--- src/rtl/aps_pkg.sv ---
package aps_pkg;
  // Byte roles on the bus; index value is the bus address.
  typedef enum logic [1:0] {
    SLOT_B1_LO = 2'd0,
    SLOT_B1_HI = 2'd1,
    SLOT_B2_LO = 2'd2,
    SLOT_B2_HI = 2'd3
  } slot_e;

  localparam int unsigned MASK_W = 16;

  // One-hot decode of a byte index (index width up to 4 bits).
  function automatic logic [MASK_W-1:0] sel_mask(input logic [3:0] idx);
    logic [MASK_W-1:0] m;
    m = '0;
    m[idx] = 1'b1;
    return m;
  endfunction

  // Rising-edge detection of a qualified strobe.
  function automatic logic rise(input logic now_v, input logic was_v);
    return now_v & ~was_v;
  endfunction

  // Next value of a set/clear flag; set has priority.
  function automatic logic flag_next(input logic cur, input logic set_v, input logic clr_v);
    return set_v | (cur & ~clr_v);
  endfunction
endpackage

--- src/rtl/aps_sync.sv ---
module aps_sync #(
  parameter int unsigned W      = 8,
  parameter int unsigned STAGES = 2
) (
  input  logic         clk,
  input  logic         rst_n,
  input  logic [W-1:0] d,
  output logic [W-1:0] q
);
  logic [W-1:0] st [STAGES];

  always_ff @(posedge clk or negedge rst_n) begin
    if (!rst_n) begin
      for (int i = 0; i < int'(STAGES); i++) st[i] <= '0;
    end else begin
      st[0] <= d;
      for (int i = 1; i < int'(STAGES); i++) st[i] <= st[i-1];
    end
  end

  assign q = st[STAGES-1];
endmodule

--- src/rtl/aps_strobe_edge.sv ---
module aps_strobe_edge (
  input  logic clk,
  input  logic rst_n,
  input  logic cs,
  input  logic rd,
  input  logic wr,
  output logic rd_act,
  output logic rd_go,
  output logic wr_go
);
  import aps_pkg::*;

  logic wr_act;
  logic rd_was, wr_was;

  assign rd_act = cs & rd;
  assign wr_act = cs & wr;

  always_ff @(posedge clk or negedge rst_n) begin
    if (!rst_n) begin
      rd_was <= 1'b0;
      wr_was <= 1'b0;
    end else begin
      rd_was <= rd_act;
      wr_was <= wr_act;
    end
  end

  assign rd_go = rise(rd_act, rd_was);
  assign wr_go = rise(wr_act, wr_was);
endmodule

--- src/rtl/aps_out_bank.sv ---
module aps_out_bank #(
  parameter int unsigned DW = 8,
  parameter int unsigned AW = 2,
  localparam int unsigned NB = 1 << AW
) (
  input  logic          clk,
  input  logic          rst_n,
  input  logic          load_en,
  input  logic [AW-1:0] load_sel,
  input  logic [DW-1:0] load_data,
  input  logic          take_en,
  input  logic [AW-1:0] take_sel,
  output logic [DW-1:0] take_data,
  output logic [NB-1:0] empty,
  output logic          underflow_evt
);
  import aps_pkg::*;

  logic [DW-1:0]     mem [NB];
  logic [MASK_W-1:0] ld_m, tk_m;

  assign ld_m = sel_mask(4'(load_sel));
  assign tk_m = sel_mask(4'(take_sel));

  for (genvar g = 0; g < int'(NB); g++) begin : g_byte
    logic ld_hit, tk_hit;
    assign ld_hit = load_en & ld_m[g];
    assign tk_hit = take_en & tk_m[g];

    always_ff @(posedge clk or negedge rst_n) begin
      if (!rst_n) begin
        mem[g]   <= '0;
        empty[g] <= 1'b1;
      end else begin
        if (ld_hit) mem[g] <= load_data;
        // A local load in the same cycle wins over the bus read.
        empty[g] <= flag_next(empty[g], tk_hit & ~ld_hit, ld_hit);
      end
    end
  end

  always_ff @(posedge clk or negedge rst_n) begin
    if (!rst_n) underflow_evt <= 1'b0;
    else        underflow_evt <= take_en & empty[take_sel];
  end

  assign take_data = mem[take_sel];
endmodule

--- src/rtl/aps_in_bank.sv ---
module aps_in_bank #(
  parameter int unsigned DW = 8,
  parameter int unsigned AW = 2,
  localparam int unsigned NB = 1 << AW
) (
  input  logic          clk,
  input  logic          rst_n,
  input  logic          put_en,
  input  logic [AW-1:0] put_sel,
  input  logic [DW-1:0] put_data,
  input  logic          get_en,
  input  logic [AW-1:0] get_sel,
  output logic [DW-1:0] get_data,
  output logic [NB-1:0] full,
  output logic          overflow_evt
);
  import aps_pkg::*;

  logic [DW-1:0]     mem [NB];
  logic [MASK_W-1:0] pt_m, gt_m;

  assign pt_m = sel_mask(4'(put_sel));
  assign gt_m = sel_mask(4'(get_sel));

  for (genvar g = 0; g < int'(NB); g++) begin : g_byte
    logic pt_hit, gt_hit;
    assign pt_hit = put_en & pt_m[g];
    assign gt_hit = get_en & gt_m[g];

    always_ff @(posedge clk or negedge rst_n) begin
      if (!rst_n) begin
        mem[g]  <= '0;
        full[g] <= 1'b0;
      end else begin
        // A write into a full byte is dropped.
        if (pt_hit && !full[g]) mem[g] <= put_data;
        full[g] <= flag_next(full[g], pt_hit, gt_hit);
      end
    end
  end

  always_ff @(posedge clk or negedge rst_n) begin
    if (!rst_n) overflow_evt <= 1'b0;
    else        overflow_evt <= put_en & full[put_sel];
  end

  assign get_data = mem[get_sel];
endmodule

--- src/rtl/addr_slave_port.sv ---
module addr_slave_port #(
  parameter int unsigned DW          = 8,
  parameter int unsigned AW          = 2,
  parameter int unsigned SYNC_STAGES = 2,
  localparam int unsigned NB = 1 << AW,
  localparam int unsigned BW = 3 + AW + DW
) (
  input  logic          clk,
  input  logic          rst_n,
  input  logic          ext_cs,
  input  logic          ext_rd,
  input  logic          ext_wr,
  input  logic [AW-1:0] ext_addr,
  input  logic [DW-1:0] ext_data_in,
  output logic [DW-1:0] ext_data_out,
  output logic          ext_data_oe,
  input  logic          loc_wr_en,
  input  logic [AW-1:0] loc_wr_sel,
  input  logic [DW-1:0] loc_wr_data,
  input  logic          loc_rd_en,
  input  logic [AW-1:0] loc_rd_sel,
  output logic [DW-1:0] loc_rd_data,
  output logic [NB-1:0] out_empty,
  output logic          all_empty,
  output logic [NB-1:0] in_full,
  output logic          irq_flag,
  input  logic          irq_clr,
  output logic          underflow_evt,
  output logic          overflow_evt
);
  import aps_pkg::*;

  logic [BW-1:0] bus_raw, bus_s;
  logic          s_cs, s_rd, s_wr;
  logic [AW-1:0] bus_addr_s;
  logic [DW-1:0] s_data;
  logic          rd_act, bus_rd_go, bus_wr_go;

  assign bus_raw = {ext_cs, ext_rd, ext_wr, ext_addr, ext_data_in};

  aps_sync #(.W(BW), .STAGES(SYNC_STAGES)) sync_i (
    .clk(clk), .rst_n(rst_n), .d(bus_raw), .q(bus_s)
  );

  assign {s_cs, s_rd, s_wr, bus_addr_s, s_data} = bus_s;

  aps_strobe_edge edge_i (
    .clk(clk), .rst_n(rst_n), .cs(s_cs), .rd(s_rd), .wr(s_wr),
    .rd_act(rd_act), .rd_go(bus_rd_go), .wr_go(bus_wr_go)
  );

  aps_out_bank #(.DW(DW), .AW(AW)) obank_i (
    .clk(clk), .rst_n(rst_n),
    .load_en(loc_wr_en), .load_sel(loc_wr_sel), .load_data(loc_wr_data),
    .take_en(bus_rd_go), .take_sel(bus_addr_s), .take_data(ext_data_out),
    .empty(out_empty), .underflow_evt(underflow_evt)
  );

  aps_in_bank #(.DW(DW), .AW(AW)) ibank_i (
    .clk(clk), .rst_n(rst_n),
    .put_en(bus_wr_go), .put_sel(bus_addr_s), .put_data(s_data),
    .get_en(loc_rd_en), .get_sel(loc_rd_sel), .get_data(loc_rd_data),
    .full(in_full), .overflow_evt(overflow_evt)
  );

  assign ext_data_oe = rd_act;
  assign all_empty   = &out_empty;

  always_ff @(posedge clk or negedge rst_n) begin
    if (!rst_n) irq_flag <= 1'b0;
    else        irq_flag <= flag_next(irq_flag, bus_rd_go | bus_wr_go, irq_clr);
  end
endmodule

--- config.mk ---
export PLATFORM = sky130hd
export DESIGN_NAME = addr_slave_port
export DESIGN_NICKNAME = d
export VERILOG_FILES = /design/src/rtl/aps_pkg.sv /design/src/rtl/aps_sync.sv /design/src/rtl/aps_strobe_edge.sv /design/src/rtl/aps_out_bank.sv /design/src/rtl/aps_in_bank.sv /design/src/rtl/addr_slave_port.sv
export SDC_FILE = /design/constraint.sdc
export NUM_CORES = 1
export LEC_CHECK = 0
export ABC_AREA = 1
export ABC_CLOCK_PERIOD_IN_PS = 1820
export BUFFER_PORTS_ARGS = -buffer_cell sky130_fd_sc_hd__buf_2
export CAP_MARGIN = 20
export CELL_PAD_IN_SITES_DETAIL_PLACEMENT = 0
export CELL_PAD_IN_SITES_GLOBAL_PLACEMENT = 1
export CORE_MARGIN = 8
export CORE_UTILIZATION = 44
export DETAILED_ROUTE_END_ITERATION = 16
export GPL_TIMING_DRIVEN = 0
export PLACE_DENSITY = 0.82
export REMOVE_ABC_BUFFERS = 1
export SLEW_MARGIN = 20
export SYNTH_ARGS = -nofsm -noshare
export SYNTH_HDL_FRONTEND = slang
export SYNTH_HIERARCHICAL = 1
export SYNTH_SLANG_ARGS = --single-unit
--- constraint.sdc ---
create_clock -name clk -period 1.82 [get_ports clk]
set_clock_uncertainty 0.15 [all_clocks]
set_input_delay 0.455 -clock clk [delete_from_list [all_inputs] [get_ports clk]]
set_output_delay 0.455 -clock clk [all_outputs]
set_load 0.01 [all_outputs]
==> results of run 1 <==
[flip-flops by register name, indices dropped and copies added (netlist names)]
signal	flops
edge_i/rd_was	1
ibank_i/mem	32
obank_i/mem	32
edge_i/wr_was	1
irq_flag	1
ibank_i/overflow_evt	1
obank_i/empty	4
obank_i/underflow_evt	1
sync_i/st	13
ibank_i/full	4
sync_i/q	13
[routing by layer]
layer	GRT usage [%]	routed length, µm
met5	0	0
met4	6.57	142
met3	2.94	469
met2	28.1	5070
met1	19.7	4260
[cell type report]
class	instances	area, µm²	area share (%)
Sequential cell	103	2580	49.9
Multi-Input combinational cell	293	1490	28.8
Timing Repair Buffer	82	577	11.1
Tap cell	133	166	3.21
Clock buffer	10	138	2.66
Inverter	36	138	2.66
Clock inverter	5	82.6	1.59
[critical path, delay by kind of cell, from the launching register on]
| family | cells | cell delay [ns] |
|---|---|---|
| buf+inv | 3 | 0.44 |
| flops | 1 | 0.47 |
| simple gates | 3 | 0.25 |
[where the power goes]
group | total (µW) | leakage (µW) | switching [µW] | internal, µW
Combinational | 977 | 0.00122 | 565 | 413
Clock | 1550 | 0.000101 | 746 | 804
Sequential | 2890 | 0.00126 | 219 | 2670
Total | 5420 | 0.00259 | 1530 | 3890
[synthesized netlist by cell type (4+ instances only)]
library cell / n / area share (%)
sky130_fd_sc_hd__nand3_1: 10 / 1.2
sky130_fd_sc_hd__dfstp_2: 4 / 2.4
sky130_fd_sc_hd__dfrtp_1: 99 / 57
sky130_fd_sc_hd__inv_1: 31 / 2.7
sky130_fd_sc_hd__buf_4: 15 / 2.6
sky130_fd_sc_hd__nor2_1: 11 / 0.96
sky130_fd_sc_hd__o21ai_0: 34 / 3.9
sky130_fd_sc_hd__nand2_1: 170 / 15
sky130_fd_sc_hd__nor2_2: 5 / 0.73
sky130_fd_sc_hd__nand4_1: 32 / 4.6
sky130_fd_sc_hd__o21ai_2: 16 / 3.3
[through the flow]
| step | area, µm² | hold slack (ns) | worst slack (ns) | instances |
|---|---|---|---|---|
| floorplan | 4140 | 0.00941 | -0.191 | 431 |
| finish | 5180 | 0.0437 | -0.307 | 662 |
| global placement | 4600 | 0.183 | -0.885 | 622 |
| CTS | 5150 | 0.0277 | -0.326 | 662 |
| global route | 5180 | 0.0231 | -0.372 | 662 |
| detailed placement | 4630 | 0.172 | -0.428 | 623 |
[cell families after synthesis]
kind of cell / synth area share, %
flops: 59.9
compound gates: 7.72
buf+inv: 7.11
simple gates: 25.3
[final timing paths]
path                          startpoint          endpoint  slack, ns  depth (start not counted)
max in group asynchronous          rst_n  obank_i/empty[3]       0.48                          3
min                          ext_addr[1]     sync_i/st[22]       0.04                          1
min in group asynchronous          rst_n       sync_i/q[7]       0.35                          2
max                          sync_i/q[9]   ext_data_out[7]      -0.31                          6
max reg2reg                  sync_i/q[8]   ibank_i/mem[28]       0.12                          5
min reg2reg                sync_i/st[13]       sync_i/q[0]       0.20                          0
[repair_timing]
action | 4_1_cts | 5_1_grt
gates cloned | 1 | 0
setup buffers | 22 | 0
hold buffers | 1 | 0
pin swaps | 17 | 5
gates resized for setup | 23 | 9
endpoints found under the setup margin | 33 | 17
endpoints found under the hold margin | 22 | 0
==> results.sh, run 1 <==
export IMPL_finalSetupViolations=8
export IMPL_initial_core_util_pct=44.7
export IMPL_timing_max_cap_violations=0
export IMPL_syn_area_um2=4310
export IMPL_worst_hold_path_type="input port to register"
export IMPL_numClockSinks=103
export IMPL_synth_cell_type_count=26
export IMPL_startpoint_type="register"
export IMPL_synth_enable_flop_cells=0
export IMPL_ys_ff_latch=103
export IMPL_report_final_slew_viol_count=0
export IMPL_final_common_cell="sky130_fd_sc_hd__nand2_1"
export IMPL_critPathMaxStageDelay_ns=0.47
export IMPL_grt_setup_unrepaired="true"
export IMPL_relSlewSlack_pct=58.0
export IMPL_violations="setup timing"
export IMPL_grt_overflow_total=0
export IMPL_final_layout_size_suffix_gt1_share_pct=28.4
export IMPL_number_of_top_level_pins=59
export IMPL_minimum_clock_period_ns=2.13
export IMPL_port_buffer_count=58
export IMPL_endpoint_kind="output pin"
export IMPL_fp_dieArea_um2=13200
export IMPL_run_status="complete, but fails checks"
export IMPL_vdd_ir_drop_worst_uv=471
export IMPL_pin_count_of_the_biggest_net_entering_global_routing=82
export IMPL_total_leakage_power_uw=0.00259
export IMPL_n_fill_cell=936
export IMPL_drc=0
export IMPL_final_setup_tns_ns=-2.23
export IMPL_area_of_the_core_um2=9640
export IMPL_ctsRootBufferMaster="sky130_fd_sc_hd__clkbuf_8"
export IMPL_hold_viol=0
export IMPL_finish_utilization_pct=53.7
export IMPL_worst_slack_ns=-0.307
export IMPL_clock_tree_from_tritoncts="yes"
export IMPL_detailed_place_hpwl_um=6260
export IMPL_drt_vias_per_instance=4.99
export IMPL_numCtsBuffers=9
export IMPL_clock_tree_buffer_depth=2
export IMPL_die_height_um=115
export IMPL_synth_yosys_seq_area_share_pct=59.9
export IMPL_detailedRoute_firstPassIterationCount=5
export IMPL_antenna_cells=0
export IMPL_critPathArrivalTime_ns=1.52
export IMPL_grt_first_pass_wirelength_um=16700
export IMPL_post_synth_inst_count=454
export IMPL_synth_top_flop_cell="sky130_fd_sc_hd__dfrtp_1"
export IMPL_initial_antenna_violation_count=0
export IMPL_final_cell_mix="sky130_fd_sc_hd__nand2_1, sky130_fd_sc_hd__dfrtp_1, sky130_fd_sc_hd__buf_2, sky130_fd_sc_hd__o21ai_0, sky130_fd_sc_hd__nand4_1"
export IMPL_register_clock_pin_slew_on_the_reported_worst_setup_and_hold_paths_ns=0.09
export IMPL_total_number_of_h_tree_levels=3
export IMPL_library_cell_contributing_the_largest_single_delay_on_the_critical_path="sky130_fd_sc_hd__dfrtp_2"
export IMPL_async_reset_ff_share_pct=100
export IMPL_area_growth_synth_to_final_pct=20.1
export IMPL_power_density_nw_per_um2=1050
export IMPL_path_class="register to output pin"
export IMPL_final_antenna_net_count=0
export IMPL_worstPathRequired_ns=1.21
export IMPL_clock_insertion_delay_worst_skew_ns=0.36
export IMPL_gpl_final_weighted_congestion=0.754
export IMPL_row_count=36
export IMPL_grt_pass1_vias=3464
export IMPL_wl_per_cell_um=15.0
export IMPL_totalPowerFinal_uw=5420
export IMPL_clock_fmax_mhz=470
export IMPL_ordered_list_of_cells_on_the_worst_path="buf_6, nor2_4, buf_12, nand2_1, nand4_1, buf_2"
export IMPL_worst_pin_slew_ns=0.628
export IMPL_die_width_um=115
export IMPL_nets=555
export IMPL_wl_um=9940
export IMPL_via_count=3304
export IMPL_global_route_usage_total_pct=16.3
export IMPL_final_period_utilization_pct=117
export IMPL_dr_first_iter_drc_count=151
export IMPL_critical_path_max_fanout=9
export IMPL_synthesis_area_per_instance_um2=9.49
export IMPL_yosys_warnings=6
No activity file was read; power rests on OpenSTA's default activity.
==> inputs of run 2 (changes only) <==
- CTS_CLUSTER_SIZE: not set -> 40
- SETUP_SLACK_MARGIN: not set -> 0.4
==> run 2 against run 1 <==
The run still ends with setup timing left. Clock-buffer cell count unchanged. Hold slack worse by 0.0087 ns. Register-to-register slack better by 0.15 ns. Setup slack worse by 0.0080 ns. Non-clock buffer count up 34. Sequential share of layout area down 5.9 points. Maximum frequency down 0.37%. Critical path depth unchanged. Routed wire length up 13%. Global-route usage up 0.77 points. Total power up 7.8%. Critical endpoint unchanged. Highest routed layer unchanged.
==> results.sh, run 2 (synthesis results as in run 1) <==
export IMPL_final_layout_size_suffix_gt1_share_pct=39.4
export IMPL_nets=589
export IMPL_wl_per_cell_um=16.2
export IMPL_n_fill_cell=822
export IMPL_number_of_top_level_pins=59
export IMPL_internal_power_uw=4140
export IMPL_power_share_combinational_pct=22.7
export IMPL_depth_of_the_most_critical_reg_to_reg_path=7
export IMPL_largestRegisters="ibank_i/mem x32, obank_i/mem x32"
export IMPL_drt_vias_per_instance=5.05
export IMPL_worst_setup_path_startpoint="sync_i/q[9]"
export IMPL_dp_cells=623
export IMPL_grt_overflow_total=0
export IMPL_initial_antenna_violation_count=0
export IMPL_detailedRoute_firstPassIterationCount=4
export IMPL_worstPathRequired_ns=1.21
export IMPL_critical_path_max_fanout=9
export IMPL_netSwitchingPower_uw=1710
export IMPL_met2_usage_pct=30.4
export IMPL_hold_viol=0
export IMPL_total_leakage_power_uw=0.00288
export IMPL_final_cell_mix="sky130_fd_sc_hd__nand2_1, sky130_fd_sc_hd__dfrtp_1, sky130_fd_sc_hd__buf_2, sky130_fd_sc_hd__o21ai_0"
export IMPL_grt_first_pass_wirelength_um=17500
export IMPL_minimum_clock_period_ns=2.13
export IMPL_detailed_place_hpwl_um=6260
export IMPL_dr_first_iter_drc_count=175
export IMPL_share_clk_of_total_power_pct=26.8
export IMPL_fp_dieArea_um2=13200
export IMPL_p_seq_share_pct=50.6
export IMPL_global_route_usage_total_pct=17.1
export IMPL_startpoint_type="register"
export IMPL_critPathArrivalTime_ns=1.53
export IMPL_pin_count_of_the_biggest_net_entering_global_routing=82
export IMPL_area_growth_synth_to_final_pct=36.1
export IMPL_gpl_final_weighted_congestion=0.754
export IMPL_numCtsBuffers=9
export IMPL_global_route_usage_met1_pct=19.7
export IMPL_die_width_um=115
export IMPL_relSlewSlack_pct=58.5
export IMPL_finish_utilization_pct=60.9
export IMPL_wl_um=11300
export IMPL_clock_insertion_delay_worst_skew_ns=0.36
export IMPL_final_antenna_net_count=0
export IMPL_vdd_ir_drop_worst_uv=477
export IMPL_numClockSinks=103
export IMPL_run_status="complete, but fails checks"
export IMPL_die_height_um=115
export IMPL_total_number_of_h_tree_levels=3
export IMPL_grt_busiest_layer="met2"
export IMPL_row_count=36
export IMPL_switching_share_pct=29.2
export IMPL_register_clock_pin_slew_on_the_reported_worst_setup_and_hold_paths_ns=0.10
export IMPL_clock_fmax_mhz=468
export IMPL_path_class="register to output pin"
export IMPL_clock_tree_buffer_depth=2
export IMPL_power_density_nw_per_um2=996
export IMPL_worst_pin_slew_ns=0.621
export IMPL_endpoint_kind="output pin"
export IMPL_grt_setup_unrepaired="true"
export IMPL_initial_core_util_pct=44.7
export IMPL_worst_slack_ns=-0.315
export IMPL_clock_tree_from_tritoncts="yes"
export IMPL_final_setup_tns_ns=-2.28
export IMPL_ctsRootBufferMaster="sky130_fd_sc_hd__clkbuf_8"
export IMPL_final_instance_count_excl_fill=696
export IMPL_timing_max_cap_violations=0
export IMPL_report_final_slew_viol_count=0
export IMPL_grt_pass1_vias=3629
export IMPL_antenna_cells=0
export IMPL_finalSetupViolations=8
export IMPL_timing_hold_worst_path_depth=1
export IMPL_r2r_start="sync_i/q[8]"
export IMPL_area_of_the_core_um2=9640
export IMPL_worst_hold_startpoint="ext_data_in[3]"
export IMPL_final_common_cell="sky130_fd_sc_hd__nand2_1"
export IMPL_dp_worst_setup_slack_ns=-0.428
export IMPL_port_buffer_count=58
export IMPL_drc=0
export IMPL_globalRouteMet3Util_pct=2.89
export IMPL_worst_hold_path_type="input port to register"
export IMPL_final_period_utilization_pct=117
export IMPL_via_count=3513
export IMPL_violations="setup timing"
-- run 2: cell count changes in the layout (fill, tap and decap cells not counted), sizes merged --
| cell | before | now |
|---|---|---|
| clkbuf | 10 | 13 |
| buf | 81 | 112 |
-- run 2: final timing paths --
kind,endpoint,slack [ns]
worst max-delay path,ext_data_out[7],-0.31
worst min-delay path,sync_i/st[16],0.04
worst max register to register,ibank_i/mem[24],0.27
worst min register to register,sync_i/q[4],0.20
max in group asynchronous,obank_i/empty[3],0.61
min in group asynchronous,sync_i/q[2],0.35
-- run 2: area by class of cell --
cell class | count | area (µm²) | share of cell area [%]
clock buffers | 10 | 138 | 2.35
clock inverters | 5 | 82.6 | 1.41
inverters | 36 | 148 | 2.52
multi-input cells | 293 | 1710 | 29.1
flip-flops and latches | 103 | 2580 | 44.1
well taps | 133 | 166 | 2.84
repair buffers | 116 | 1040 | 17.8
-- run 2: metrics by stage --
stage | total power [µW] | instance area, µm² | hold slack (ns)
after floorplan | 3450 | 4140 | 0.00941
after global placement | 3780 | 4600 | 0.183
after detailed placement | 3830 | 4630 | 0.172
after CTS | 5700 | 5590 | 0.0277
after global routing | 6160 | 5870 | 0.0158
final | 5840 | 5870 | 0.0350
-- run 2: what timing repair did --
action / 4_1_cts / 5_1_grt
endpoints found under the hold margin: 22 / 0
pin swaps: 54 / 37
hold buffers: 1 / 0
endpoints found under the setup margin: 71 / 72
cloned: 1 / 3
setup buffers: 39 / 14
resized for setup: 90 / 29
-- run 2: power groups by stage --
stage / sequential [µW] / combinational [µW] / clock (µW)
after global placement: 2930 / 850 / 0
final: 2950 / 1320 / 1560
after floorplan: 2900 / 548 / 0
after detailed placement: 2940 / 890 / 0
after CTS: 2940 / 1160 / 1600
after global routing: 3000 / 1470 / 1700
-- run 2: worst max-delay path, cell delays in order, from the launching register on --
cell and delay [ns]:
sky130_fd_sc_hd__dfrtp_2 0.48, sky130_fd_sc_hd__buf_6 0.15, sky130_fd_sc_hd__nor2_4 0.10, sky130_fd_sc_hd__buf_12 0.13, sky130_fd_sc_hd__nand2_1 0.05, sky130_fd_sc_hd__nand4_1 0.10, sky130_fd_sc_hd__buf_2 0.15
-- run 2: per-layer routing --
layer | part of all wire, % | routed length (µm)
met1 | 41 | 4590
met2 | 52 | 5880
met3 | 4.4 | 500
met4 | 2.6 | 289
met5 | 0 | 0
==> inputs of run 3 (changes only) <==
- ABC_CLOCK_PERIOD_IN_PS: 1820 -> 2000
- clock period: 1.82 -> 2 ns (I/O delays scaled with it)
==> run 3 against run 2 <==
The flow still finishes with violations (setup timing). Largest power group unchanged. Highest routed layer unchanged. Utilization decreased by 4.2 points. Register-to-register slack improved by 0.16 ns. Critical path type unchanged. Non-clock buffer count decreased by 14.
==> results.sh, run 3 (synthesis results as in run 1) <==
export IMPL_run_status="complete, but fails checks"
export IMPL_violations="setup timing"
export IMPL_final_setup_tns_ns=-1.19
export IMPL_clock_tree_from_tritoncts="yes"
export IMPL_worst_hold_path_type="input port to register"
export IMPL_power_density_nw_per_um2=924
export IMPL_final_antenna_net_count=0
export IMPL_final_period_utilization_pct=109
export IMPL_wl_um=10200
export IMPL_pin_count_of_the_biggest_net_entering_global_routing=82
export IMPL_port_buffer_count=58
export IMPL_startpoint_type="register"
export IMPL_vdd_ir_drop_worst_uv=432
export IMPL_finalSetupViolations=8
export IMPL_die_width_um=115
export IMPL_drt_vias_per_instance=4.97
export IMPL_detailedRoute_firstPassIterationCount=5
export IMPL_area_growth_synth_to_final_pct=26.8
export IMPL_grt_first_pass_wirelength_um=17000
export IMPL_worstPathRequired_ns=1.35
export IMPL_initial_core_util_pct=44.7
export IMPL_finish_instance_area_um2=5460
export IMPL_endpoint_kind="output pin"
export IMPL_clock_tree_buffer_depth=2
export IMPL_largestRegisters="ibank_i/mem x32, obank_i/mem x32"
export IMPL_worst_pin_slew_ns=0.615
export IMPL_dr_first_iter_drc_count=164
export IMPL_gpl_final_weighted_congestion=0.754
export IMPL_detailed_place_hpwl_um=6260
export IMPL_drc=0
export IMPL_final_instance_count_excl_fill=682
export IMPL_library_cell_contributing_the_largest_single_delay_on_the_critical_path="sky130_fd_sc_hd__dfrtp_2"
export IMPL_register_clock_pin_slew_on_the_reported_worst_setup_and_hold_paths_ns=0.09
export IMPL_die_height_um=115
export IMPL_fp_dieArea_um2=13200
export IMPL_clock_fmax_mhz=460
export IMPL_total_leakage_power_uw=0.00274
export IMPL_wl_per_cell_um=14.9
export IMPL_area_of_the_core_um2=9640
export IMPL_hold_viol=0
export IMPL_grt_overflow_total=0
export IMPL_ordered_list_of_cells_on_the_worst_path="buf_6, nor2_4, buf_12, nand2_1, nand4_1, buf_2"
export IMPL_minimum_clock_period_ns=2.18
export IMPL_report_final_slew_viol_count=0
export IMPL_placed_cell_area_um2=4630
export IMPL_final_cell_mix="sky130_fd_sc_hd__nand2_1, sky130_fd_sc_hd__dfrtp_1, sky130_fd_sc_hd__buf_2, sky130_fd_sc_hd__o21ai_0, sky130_fd_sc_hd__nand4_1"
export IMPL_dp_cells=623
export IMPL_numCtsBuffers=9
export IMPL_ctsRootBufferMaster="sky130_fd_sc_hd__clkbuf_8"
export IMPL_critical_path_max_fanout=9
export IMPL_grt_pass1_vias=3511
export IMPL_timing_max_cap_violations=0
export IMPL_final_common_cell="sky130_fd_sc_hd__nand2_1"
export IMPL_total_number_of_h_tree_levels=3
export IMPL_antenna_cells=0
export IMPL_clock_insertion_delay_worst_skew_ns=0.36
export IMPL_number_of_top_level_pins=59
export IMPL_final_layout_size_suffix_gt1_share_pct=32.2
export IMPL_critPathArrivalTime_ns=1.53
export IMPL_numClockSinks=103
export IMPL_relSlewSlack_pct=58.9
export IMPL_worst_slack_ns=-0.176
export IMPL_critPathMaxStageDelay_ns=0.48
export IMPL_via_count=3390
export IMPL_global_route_usage_total_pct=16.6
export IMPL_initial_antenna_violation_count=0
export IMPL_path_class="register to output pin"
export IMPL_row_count=36
export IMPL_grt_setup_unrepaired="true"
export IMPL_nets=575
==> run 3: cell count changes in the layout (fill, tap and decap cells not counted), sizes merged <==
cell | before | now
buf | 112 | 101
clkbuf | 13 | 10
==> run 3: final cells by class <==
| type | instances | area (µm²) |
|---|---|---|
| clock buffer | 10 | 138 |
| clock inverter | 5 | 82.6 |
| fill | 901 | 4180 |
| inverter | 36 | 148 |
| multi-input combinational | 293 | 1520 |
| sequential | 103 | 2580 |
| tap | 133 | 166 |
| timing repair buffer | 102 | 826 |
==> run 3: critical path: cells and delay by family, from the launching register on <==
kind | cells | cell delay, ns
AND/OR/NAND/NOR | 3 | 0.25
buffers and inverters | 3 | 0.44
flip-flops | 1 | 0.48
==> run 3: timing repair <==
item | CTS | global route
cloned | 1 | 0
endpoints found under the setup margin | 60 | 49
pin swaps | 32 | 8
buffers inserted | 31 | 11
hold buffers | 1 | 0
hold endpoints to repair | 22 | 0
resized for setup | 48 | 12
==> run 3: power breakdown <==
group          total, µW  internal, µW  switching [µW]
Combinational        999           458             541
Clock               1410           732             681
Sequential          2640          2430             206
Total               5050          3620            1430
==> run 3: layer usage <==
layer / vias up / wire length (µm) / share of wire, % / GRT usage (%)
met4: 0 / 214 / 2.1 / 7.97
met2: 91 / 5210 / 51 / 28.1
met3: 16 / 531 / 5.2 / 2.89
met5: - / 0 / 0 / 0
li1: 1634 / - / - / -
met1: 1649 / 4220 / 41 / 20.2
==> run 3: worst paths after layout <==
check / end / from / slack [ns] / depth (start not counted)
hold / removal: sync_i/st[16] / ext_data_in[3] / 0.09 / 1
max in group asynchronous: obank_i/empty[3] / rst_n / 0.62 / 3
min in group asynchronous: sync_i/q[7] / rst_n / 0.39 / 2
hold reg to reg: sync_i/q[0] / sync_i/st[13] / 0.20 / 0
setup / recovery: ext_data_out[7] / sync_i/q[9] / -0.18 / 6
setup reg to reg: ibank_i/mem[28] / sync_i/q[8] / 0.43 / 6
==> run 3: through the flow <==
stage                     setup WS, ns  power (µW)  hold slack [ns]  utilization, %
after floorplan                -0.0114        3140           0.0544               -
after global placement          -0.750        3440            0.183            47.7
after detailed placement        -0.338        3490            0.185            48.1
after CTS                       -0.191        5060           0.0727            55.4
after global routing            -0.247        5350           0.0684            56.7
final                           -0.176        5050           0.0877            56.7
